<file path="config.mk">
export PLATFORM = sky130hd
export DESIGN_NAME = lane_bert
export DESIGN_NICKNAME = d
export VERILOG_FILES = /design/src/rtl/lane_bert_pkg.sv /design/src/rtl/lane_bert_tx.sv /design/src/rtl/lane_bert_rx.sv /design/src/rtl/lane_bert_cnt.sv /design/src/rtl/lane_bert.sv
export SDC_FILE = /design/constraint.sdc
export NUM_CORES = 2
export LEC_CHECK = 0
export BUFFER_PORTS_ARGS = -buffer_cell sky130_fd_sc_hd__buf_2
export CAP_MARGIN = 25
export CORE_MARGIN = 2
export CORE_UTILIZATION = 46
export CTS_CLUSTER_DIAMETER = 50
export DETAILED_ROUTE_END_ITERATION = 12
export GPL_ROUTABILITY_DRIVEN = 0
export MAX_ROUTING_LAYER = met4
export PLACE_DENSITY = 0.7
export SLEW_MARGIN = 10
export SYNTH_ARGS = -nofsm -noshare
export SYNTH_HDL_FRONTEND = slang
export SYNTH_SLANG_ARGS = --single-unit
</file>
<file path="constraint.sdc">
create_clock -name clk -period 10.4 [get_ports clk]
set_input_delay 0.52 -clock clk [delete_from_list [all_inputs] [get_ports clk]]
set_output_delay 0.52 -clock clk [all_outputs]
set_load 0.01 [all_outputs]
</file>
<file path="src/rtl/lane_bert_pkg.sv">
package lane_bert_pkg;

  parameter int WORD_W = 32;
  parameter int BIT_W  = $clog2(WORD_W);
  parameter int PC_W   = $clog2(WORD_W + 1);

  typedef logic [WORD_W-1:0] word_t;

  localparam word_t LFSR_TAP   = 32'hB4BC_D35C;
  localparam word_t SEED_BASE  = 32'h1234_5678;
  localparam word_t SEED_STEP  = 32'h0101_0101;

  typedef enum logic [1:0] {TX_IDLE, TX_SHIFT, TX_GAP} tx_state_e;

  // Starting state for the pattern generator of one lane.
  function automatic word_t lane_seed(input int unsigned idx);
    word_t k;
    k = word_t'(idx);
    return SEED_BASE + k * SEED_STEP;
  endfunction

  // Right-shifting Galois step.
  function automatic word_t lfsr_next(input word_t s);
    return (s >> 1) ^ (s[0] ? LFSR_TAP : '0);
  endfunction

  function automatic logic [PC_W-1:0] popcount(input word_t w);
    logic [PC_W-1:0] n;
    n = '0;
    for (int i = 0; i < WORD_W; i++) n = n + PC_W'(w[i]);
    return n;
  endfunction

endpackage

</file>
<file path="src/rtl/lane_bert_tx.sv">
module lane_bert_tx
  import lane_bert_pkg::*;
#(
  parameter int LANES    = 7,
  parameter int GAP_BITS = 1
) (
  input  logic             clk,
  input  logic             rst_n,
  input  logic             start,
  input  logic             rand_mode,
  input  logic [WORD_W-1:0] const_word,
  output logic [LANES-1:0] lane_tx,
  output logic             fwd_clk_tx,
  output logic             tx_busy
);

  localparam int GAP_CYC = 2 * GAP_BITS;
  localparam int GAP_CW  = (GAP_CYC > 1) ? $clog2(GAP_CYC) : 1;
  localparam logic [BIT_W-1:0]  LAST_BIT = BIT_W'(WORD_W - 1);
  localparam logic [GAP_CW-1:0] GAP_LAST = GAP_CW'(GAP_CYC - 1);

  tx_state_e          state;
  logic               phase;
  logic [BIT_W-1:0]   bit_idx;
  logic [GAP_CW-1:0]  gap_cnt;
  logic               fwd_q;

  // Named events used by the lane logic and the assertions.
  logic load_ev, shift_ev, last_bit_ev, shifting;
  assign shifting    = (state == TX_SHIFT);
  assign load_ev     = (state == TX_IDLE) && start;
  assign shift_ev    = shifting && phase;
  assign last_bit_ev = shift_ev && (bit_idx == LAST_BIT);

  always_ff @(posedge clk) begin
    if (!rst_n) begin
      state   <= TX_IDLE;
      phase   <= 1'b0;
      bit_idx <= '0;
      gap_cnt <= '0;
      fwd_q   <= 1'b0;
    end else begin
      case (state)
        TX_IDLE: begin
          if (start) begin
            state   <= TX_SHIFT;
            phase   <= 1'b0;
            bit_idx <= '0;
          end
        end
        TX_SHIFT: begin
          if (!phase) begin
            phase <= 1'b1;
            fwd_q <= 1'b1;
          end else begin
            phase <= 1'b0;
            fwd_q <= 1'b0;
            if (bit_idx == LAST_BIT) begin
              state   <= TX_GAP;
              gap_cnt <= '0;
            end else begin
              bit_idx <= bit_idx + 1'b1;
            end
          end
        end
        TX_GAP: begin
          if (gap_cnt == GAP_LAST) state <= TX_IDLE;
          else                     gap_cnt <= gap_cnt + 1'b1;
        end
        default: state <= TX_IDLE;
      endcase
    end
  end

  for (genvar l = 0; l < LANES; l++) begin : g_lane
    word_t sreg_q;
    word_t lfsr_q;

    always_ff @(posedge clk) begin
      if (!rst_n) begin
        sreg_q <= '0;
        lfsr_q <= lane_seed(l);
      end else if (load_ev) begin
        sreg_q <= rand_mode ? lfsr_q : const_word;
        lfsr_q <= lfsr_next(lfsr_q);
      end else if (shift_ev) begin
        sreg_q <= {sreg_q[WORD_W-2:0], 1'b0};
      end
    end

    assign lane_tx[l] = shifting & sreg_q[WORD_W-1];
  end

  assign fwd_clk_tx = fwd_q;
  assign tx_busy    = (state != TX_IDLE);

  // a forwarded edge only occurs while a word is being shifted.
  assert_edge_in_word_R2: assert property (@(posedge clk) disable iff (!rst_n)
    $rose(fwd_clk_tx) |-> shifting);

  // lane data never moves while the forwarded clock is high.
  assert_data_stable_R2: assert property (@(posedge clk) disable iff (!rst_n)
    fwd_clk_tx |-> $stable(lane_tx));

  // the gap keeps clock and data low.
  assert_gap_quiet_R3: assert property (@(posedge clk) disable iff (!rst_n)
    (state == TX_GAP) |-> (!fwd_clk_tx && (lane_tx == '0)));

  // a word is always followed by the gap state.
  assert_gap_follows_R3: assert property (@(posedge clk) disable iff (!rst_n)
    last_bit_ev |=> (state == TX_GAP));

endmodule

</file>
<file path="src/rtl/lane_bert_rx.sv">
module lane_bert_rx
  import lane_bert_pkg::*;
#(
  parameter int LANES = 7
) (
  input  logic                    clk,
  input  logic                    rst_n,
  input  logic                    rand_mode,
  input  logic [WORD_W-1:0]        const_word,
  input  logic [LANES-1:0]        lane_rx,
  input  logic                    fwd_clk_rx,
  output logic                    word_done,
  output logic [LANES*PC_W-1:0]   bit_errs
);

  localparam logic [BIT_W-1:0] LAST_BIT = BIT_W'(WORD_W - 1);

  logic             fwd_q;
  logic             armed;
  logic [BIT_W-1:0] bit_cnt;
  logic             done_q;

  // Named events.
  logic rise_ev, gap_ev, sample_ev, frame_end_ev;
  assign rise_ev      = fwd_clk_rx & ~fwd_q;
  assign gap_ev       = ~fwd_clk_rx & ~fwd_q;
  assign sample_ev    = rise_ev & armed;
  assign frame_end_ev = sample_ev & (bit_cnt == LAST_BIT);

  always_ff @(posedge clk) begin
    if (!rst_n) begin
      fwd_q   <= 1'b0;
      armed   <= 1'b1;
      bit_cnt <= '0;
      done_q  <= 1'b0;
    end else begin
      fwd_q  <= fwd_clk_rx;
      done_q <= frame_end_ev;
      if (gap_ev) begin
        armed   <= 1'b1;
        bit_cnt <= '0;
      end else if (sample_ev) begin
        if (frame_end_ev) begin
          armed   <= 1'b0;
          bit_cnt <= '0;
        end else begin
          bit_cnt <= bit_cnt + 1'b1;
        end
      end
    end
  end

  for (genvar l = 0; l < LANES; l++) begin : g_lane
    word_t sh_q;
    word_t ref_q;
    word_t exp_w;

    always_ff @(posedge clk) begin
      if (!rst_n) begin
        sh_q  <= '0;
        ref_q <= lane_seed(l);
      end else begin
        if (sample_ev) sh_q  <= {sh_q[WORD_W-2:0], lane_rx[l]};
        if (done_q)    ref_q <= lfsr_next(ref_q);
      end
    end

    assign exp_w = rand_mode ? ref_q : const_word;
    assign bit_errs[l*PC_W +: PC_W] = popcount(sh_q ^ exp_w);
  end

  assign word_done = done_q;

  // arming only happens after a full bit time of low clock.
  assert_arm_after_gap_R6: assert property (@(posedge clk) disable iff (!rst_n)
    $rose(armed) |-> (!$past(fwd_clk_rx) && !$past(fwd_q)));

  // completion is a single-cycle pulse.
  assert_done_pulse_R8: assert property (@(posedge clk) disable iff (!rst_n)
    word_done |=> !word_done);

  // after a word ends, no edge is taken until the next gap.
  assert_disarm_R6: assert property (@(posedge clk) disable iff (!rst_n)
    frame_end_ev |=> !armed);

endmodule

</file>
<file path="src/rtl/lane_bert_cnt.sv">
module lane_bert_cnt
  import lane_bert_pkg::*;
#(
  parameter int LANES = 7,
  parameter int ERR_W = 16,
  parameter int CNT_W = 32
) (
  input  logic                   clk,
  input  logic                   rst_n,
  input  logic                   clear,
  input  logic                   word_done,
  input  logic [LANES*PC_W-1:0]  bit_errs,
  output logic [LANES*ERR_W-1:0] err_cnt,
  output logic [CNT_W-1:0]       word_cnt,
  output logic                   pass
);

  localparam logic [ERR_W-1:0] ERR_MAX = '1;

  function automatic logic [ERR_W-1:0] sat_add(input logic [ERR_W-1:0] a,
                                               input logic [PC_W-1:0]  b);
    logic [ERR_W:0] sum;
    sum = {1'b0, a} + (ERR_W+1)'(b);
    return sum[ERR_W] ? ERR_MAX : sum[ERR_W-1:0];
  endfunction

  logic [CNT_W-1:0] word_q;
  logic [LANES-1:0] lane_clean;

  always_ff @(posedge clk) begin
    if (!rst_n || clear)  word_q <= '0;
    else if (word_done)   word_q <= word_q + 1'b1;
  end

  for (genvar l = 0; l < LANES; l++) begin : g_lane
    logic [ERR_W-1:0] err_q;

    always_ff @(posedge clk) begin
      if (!rst_n || clear) err_q <= '0;
      else if (word_done)  err_q <= sat_add(err_q, bit_errs[l*PC_W +: PC_W]);
    end

    assign err_cnt[l*ERR_W +: ERR_W] = err_q;
    assign lane_clean[l] = (err_q == '0);

    // an error count never falls unless cleared.
    assert_err_no_drop_R7: assert property (@(posedge clk) disable iff (!rst_n)
      !clear |=> (err_q >= $past(err_q)));

    // clear empties the counter.
    assert_err_clear_R9: assert property (@(posedge clk) disable iff (!rst_n)
      clear |=> (err_q == '0));
  end

  assign word_cnt = word_q;
  assign pass     = (word_q != '0) && (&lane_clean);

  // one step per completed word.
  assert_word_step_R8: assert property (@(posedge clk) disable iff (!rst_n)
    (word_done && !clear) |=> (word_q == $past(word_q) + CNT_W'(1)));

  assert_word_hold_R8: assert property (@(posedge clk) disable iff (!rst_n)
    (!word_done && !clear) |=> $stable(word_q));

endmodule

</file>
<file path="src/rtl/lane_bert.sv">
module lane_bert
  import lane_bert_pkg::*;
#(
  parameter int LANES    = 7,
  parameter int ERR_W    = 16,
  parameter int CNT_W    = 32,
  parameter int GAP_BITS = 1
) (
  input  logic                   clk,
  input  logic                   rst_n,
  input  logic                   start,
  input  logic                   rand_mode,
  input  logic [31:0]            const_word,
  input  logic                   clear,
  output logic [LANES-1:0]       lane_tx,
  output logic                   fwd_clk_tx,
  output logic                   tx_busy,
  input  logic [LANES-1:0]       lane_rx,
  input  logic                   fwd_clk_rx,
  output logic [LANES*ERR_W-1:0] err_cnt,
  output logic [CNT_W-1:0]       word_cnt,
  output logic                   word_done,
  output logic                   pass
);

  logic [LANES*PC_W-1:0] bit_errs;

  lane_bert_tx #(.LANES(LANES), .GAP_BITS(GAP_BITS)) u_tx (
    .clk        (clk),
    .rst_n      (rst_n),
    .start      (start),
    .rand_mode  (rand_mode),
    .const_word (const_word),
    .lane_tx    (lane_tx),
    .fwd_clk_tx (fwd_clk_tx),
    .tx_busy    (tx_busy)
  );

  lane_bert_rx #(.LANES(LANES)) u_rx (
    .clk        (clk),
    .rst_n      (rst_n),
    .rand_mode  (rand_mode),
    .const_word (const_word),
    .lane_rx    (lane_rx),
    .fwd_clk_rx (fwd_clk_rx),
    .word_done  (word_done),
    .bit_errs   (bit_errs)
  );

  lane_bert_cnt #(.LANES(LANES), .ERR_W(ERR_W), .CNT_W(CNT_W)) u_cnt (
    .clk       (clk),
    .rst_n     (rst_n),
    .clear     (clear),
    .word_done (word_done),
    .bit_errs  (bit_errs),
    .err_cnt   (err_cnt),
    .word_cnt  (word_cnt),
    .pass      (pass)
  );

  // nothing leaves the transmitter while it is idle.
  assert_idle_quiet_R1: assert property (@(posedge clk) disable iff (!rst_n)
    !tx_busy |-> (!fwd_clk_tx && (lane_tx == '0)));

endmodule

</file>
==> results_dict.tcl <==
set metrics [dict create \
    grtUsageTotal_pct 24.2 \
    ys_top_cells_by_area "dfxtp_1, nand2_1, fa_1" \
    powerDensity_nw_per_um2 273 \
    finalWorstPathRequiredPeriod_ns 8.10 \
    min_path_type "primary input to flop" \
    slew_viol_final 0 \
    seq_area_frac_synth_pct 38.8 \
    cts_sinks 1058 \
    hold_violations 0 \
    fin_nets 6978 \
    antenna_found_initial 3 \
    critPathLaunchType "primary input" \
    ys_seq_elements 1058 \
    routedWlPerCell_um 17.7 \
    cts_buffers 130 \
    drt-initial-drc-count 4341 \
    pwr-share-seq_pct 28.3 \
    hold_buffers 2 \
    die_h_um 349 \
    start_util_pct 46.3 \
    synth_top_family_by_area "simple AND/OR/NAND/NOR gates" \
    vdd_ir_drop_max_v 0.000270 \
    crit_type "primary input to flop" \
    grt_overflow_total 0 \
    die_w_um 349 \
    synth-simple-area-share_pct 20.4 \
    wirelength_mm 147 \
    p_int_uw 10300 \
    grt_pass1_vias 42700 \
    cts-resized-gates 0 \
    arrival_ns 8.72 \
    synth_mux_area_share_pct 2.05 \
    setup-tns-final_ns 0 \
    numPortBuffers 199 \
    skew_ns 0.0303 \
    switchingPower_uw 6430 \
    synth_area_per_cell_sq_um 8.14 \
    outcome "finished, final reports clean" \
    finalSetupViolCount 0 \
    rsz0062_at_grt "false" \
    cts_setup_buffers 0 \
    leakage_uw 0.0249 \
    yosysWarnings 0 \
    dr.pass1.iters 6 \
    synth-xor-area-share_pct 8.75 \
    route.vias.total 45700 \
    hpwl_mm 94.1 \
    synthAdderAreaFrac_pct 8.86 \
    root_buffer "clkbuf_16" \
    clockBufferDepth 3 \
    area_growth_syn_to_layout_pct 12.0 \
    drc 0 \
    drive_gt1_share_pct 8.32 \
    synth_edf_count 0 \
    yosysUniqueCellTypes 75 \
    dieArea_sq_um 122000 \
    fp-row-count 126 \
    cp_max_fo 103 \
    synth_flop_cell "dfxtp_1" \
    synth_compound_area_share_pct 16.4 \
    max_slew_margin_pct 19.0 \
    tritoncts "built" \
    fin_hold_ws_ns 0.0426 \
    grt_pass1_wl_mm 234 \
    cp.required_ns 11.02 \
    synth_top_area_share_pct 38.8 \
    synth_cells 6709 \
    insertion_delay_ns 0.75 \
    max_cap_viol_count 0 \
    grt_start_max_net_pins 235 \
    syn-num-nets 7036 \
    pwr-share-comb_pct 43.2 \
    sw_frac_of_total_pct 38.5 \
    clkPwrFrac_pct 28.5 \
    path_clk_slew_ns 0.06 \
    worst_pin_slew_ns 1.22 \
    post-route-period-util_pct 77.9 \
    core-area_sq_um 118000 \
    num_io_pins 200 \
    timing.fmax_mhz 123 \
    synthArstFlopShare_pct 0 \
    cp-end-kind "flop" \
    htreeDepth 4 \
    detail-route-antenna-nets 0 \
    synth_area_sq_um 54600 \
    via_per_inst 5.51 \
    yosysMostFrequentCell "nand2_1" \
    synth_top_area_cell "dfxtp_1" \
    synthTopCellsByCount "nand2_1, dfxtp_1, clkbuf_1, xnor2_1, a21oi_1" \
]
[routing by layer]
metal | track usage [%] | part of all wire, % | up-vias | routed length [um]
met5 | - | 0 | - | 0
met4 | 7.35 | 2.5 | 0 | 3730
met3 | 4.84 | 7.5 | 251 | 11000
met2 | 36.0 | 44 | 1453 | 64700
met1 | 33.2 | 46 | 21900 | 67100
li1 | - | - | 22100 | -
[cells in the final DEF, fill, tap and decap left out, types with 197 or more instances in the layout]
cell and n:
buf_2 197, xnor2_1 315, a31oi_1 244, inv_1 223, dfxtp_1 1057, a21oi_1 303, nand2_1 2007, xor2_1 231
a21boi_0 297, nor2_1 269
[registers in the layout, indices dropped and copies added, names as in the netlist, 2 cells and up]
name and cells:
u_tx.bit_idx 5, u_rx.g_lane.sh_q 224, u_cnt.g_lane.err_q 112, u_tx.g_lane.lfsr_q 224, u_tx.g_lane.sreg_q 224, u_rx.g_lane.ref_q 224
u_cnt.word_cnt 32, u_tx.state 2, u_rx.bit_cnt 5
[logic make-up (layout without fill, tap and decap cells)]
group           after synthesis  after routing
simple gates               2689           2689
mux                         112            112
compound gates             1334           1334
xor+xnor                    546            546
buf+inv                     688            734
other cells                   0              2
fa+ha+maj                   282            282
flops                      1058           1058
[stage by stage]
stage               power [uW]  utilization [%]  setup slack, ns  cells  instance area, sq um
floorplan                10200                -             2.36   6709                 54600
global placement         11700             47.8             1.49   8043                 56400
detailed placement       12000             47.9             1.59   8051                 56500
CTS                      16700             51.8             2.34   8289                 61100
global route             17900             51.9             1.88   8293                 61200
finish                   16700             51.9             2.30   8293                 61200
[worst paths after layout]
kind / from / end / slack [ns] / cells past startpoint
setup / recovery: rand_mode / u_cnt.g_lane[6].err_q[9] / 2.30 / 24
hold reg to reg: u_tx.g_lane[4].sreg_q[4] / u_tx.g_lane[4].sreg_q[5] / 0.46 / 2
setup reg to reg: u_rx.g_lane[6].sh_q[0] / u_cnt.g_lane[6].err_q[9] / 2.88 / 21
hold / removal: fwd_clk_rx / u_rx.armed / 0.04 / 2
[power groups by stage]
stage	clock [uW]	combinational, uW	sequential, uW
after floorplan	0	5510	4710
after global placement	0	6890	4800
after detailed placement	0	7150	4810
final	4760	7210	4730
after CTS	4830	7190	4720
after global routing	5010	8170	4770
[critical path, cell delays in order]
cell and delay (ns):
buf_8 0.28, nor2b_2 0.91, a21oi_1 0.14, xnor2_1 0.18, ha_1 0.33, fa_1 0.52
fa_1 0.52, fa_1 0.51, fa_1 0.55, inv_1 0.05, fa_1 0.52, fa_1 0.52
fa_1 0.48, fa_1 0.42, inv_1 0.07, a21o_1 0.11, a21oi_1 0.07, xnor2_1 0.14
ha_1 0.35, o21a_1 0.14, o211ai_1 0.10, nor3b_1 0.70, nand2_1 0.22, o221a_2 0.33
[layout make-up]
type	count	area (sq um)
Tap cell	1536	1920
Clock inverter	60	846
Inverter	224	842
Sequential cell	1058	21200
Clock buffer	176	3770
Timing Repair Buffer	274	1730
Fill cell	10900	56700
Multi-Input combinational cell	4963	30900
Antenna cell	2	5.00
Power figures use the tool's default switching activity.
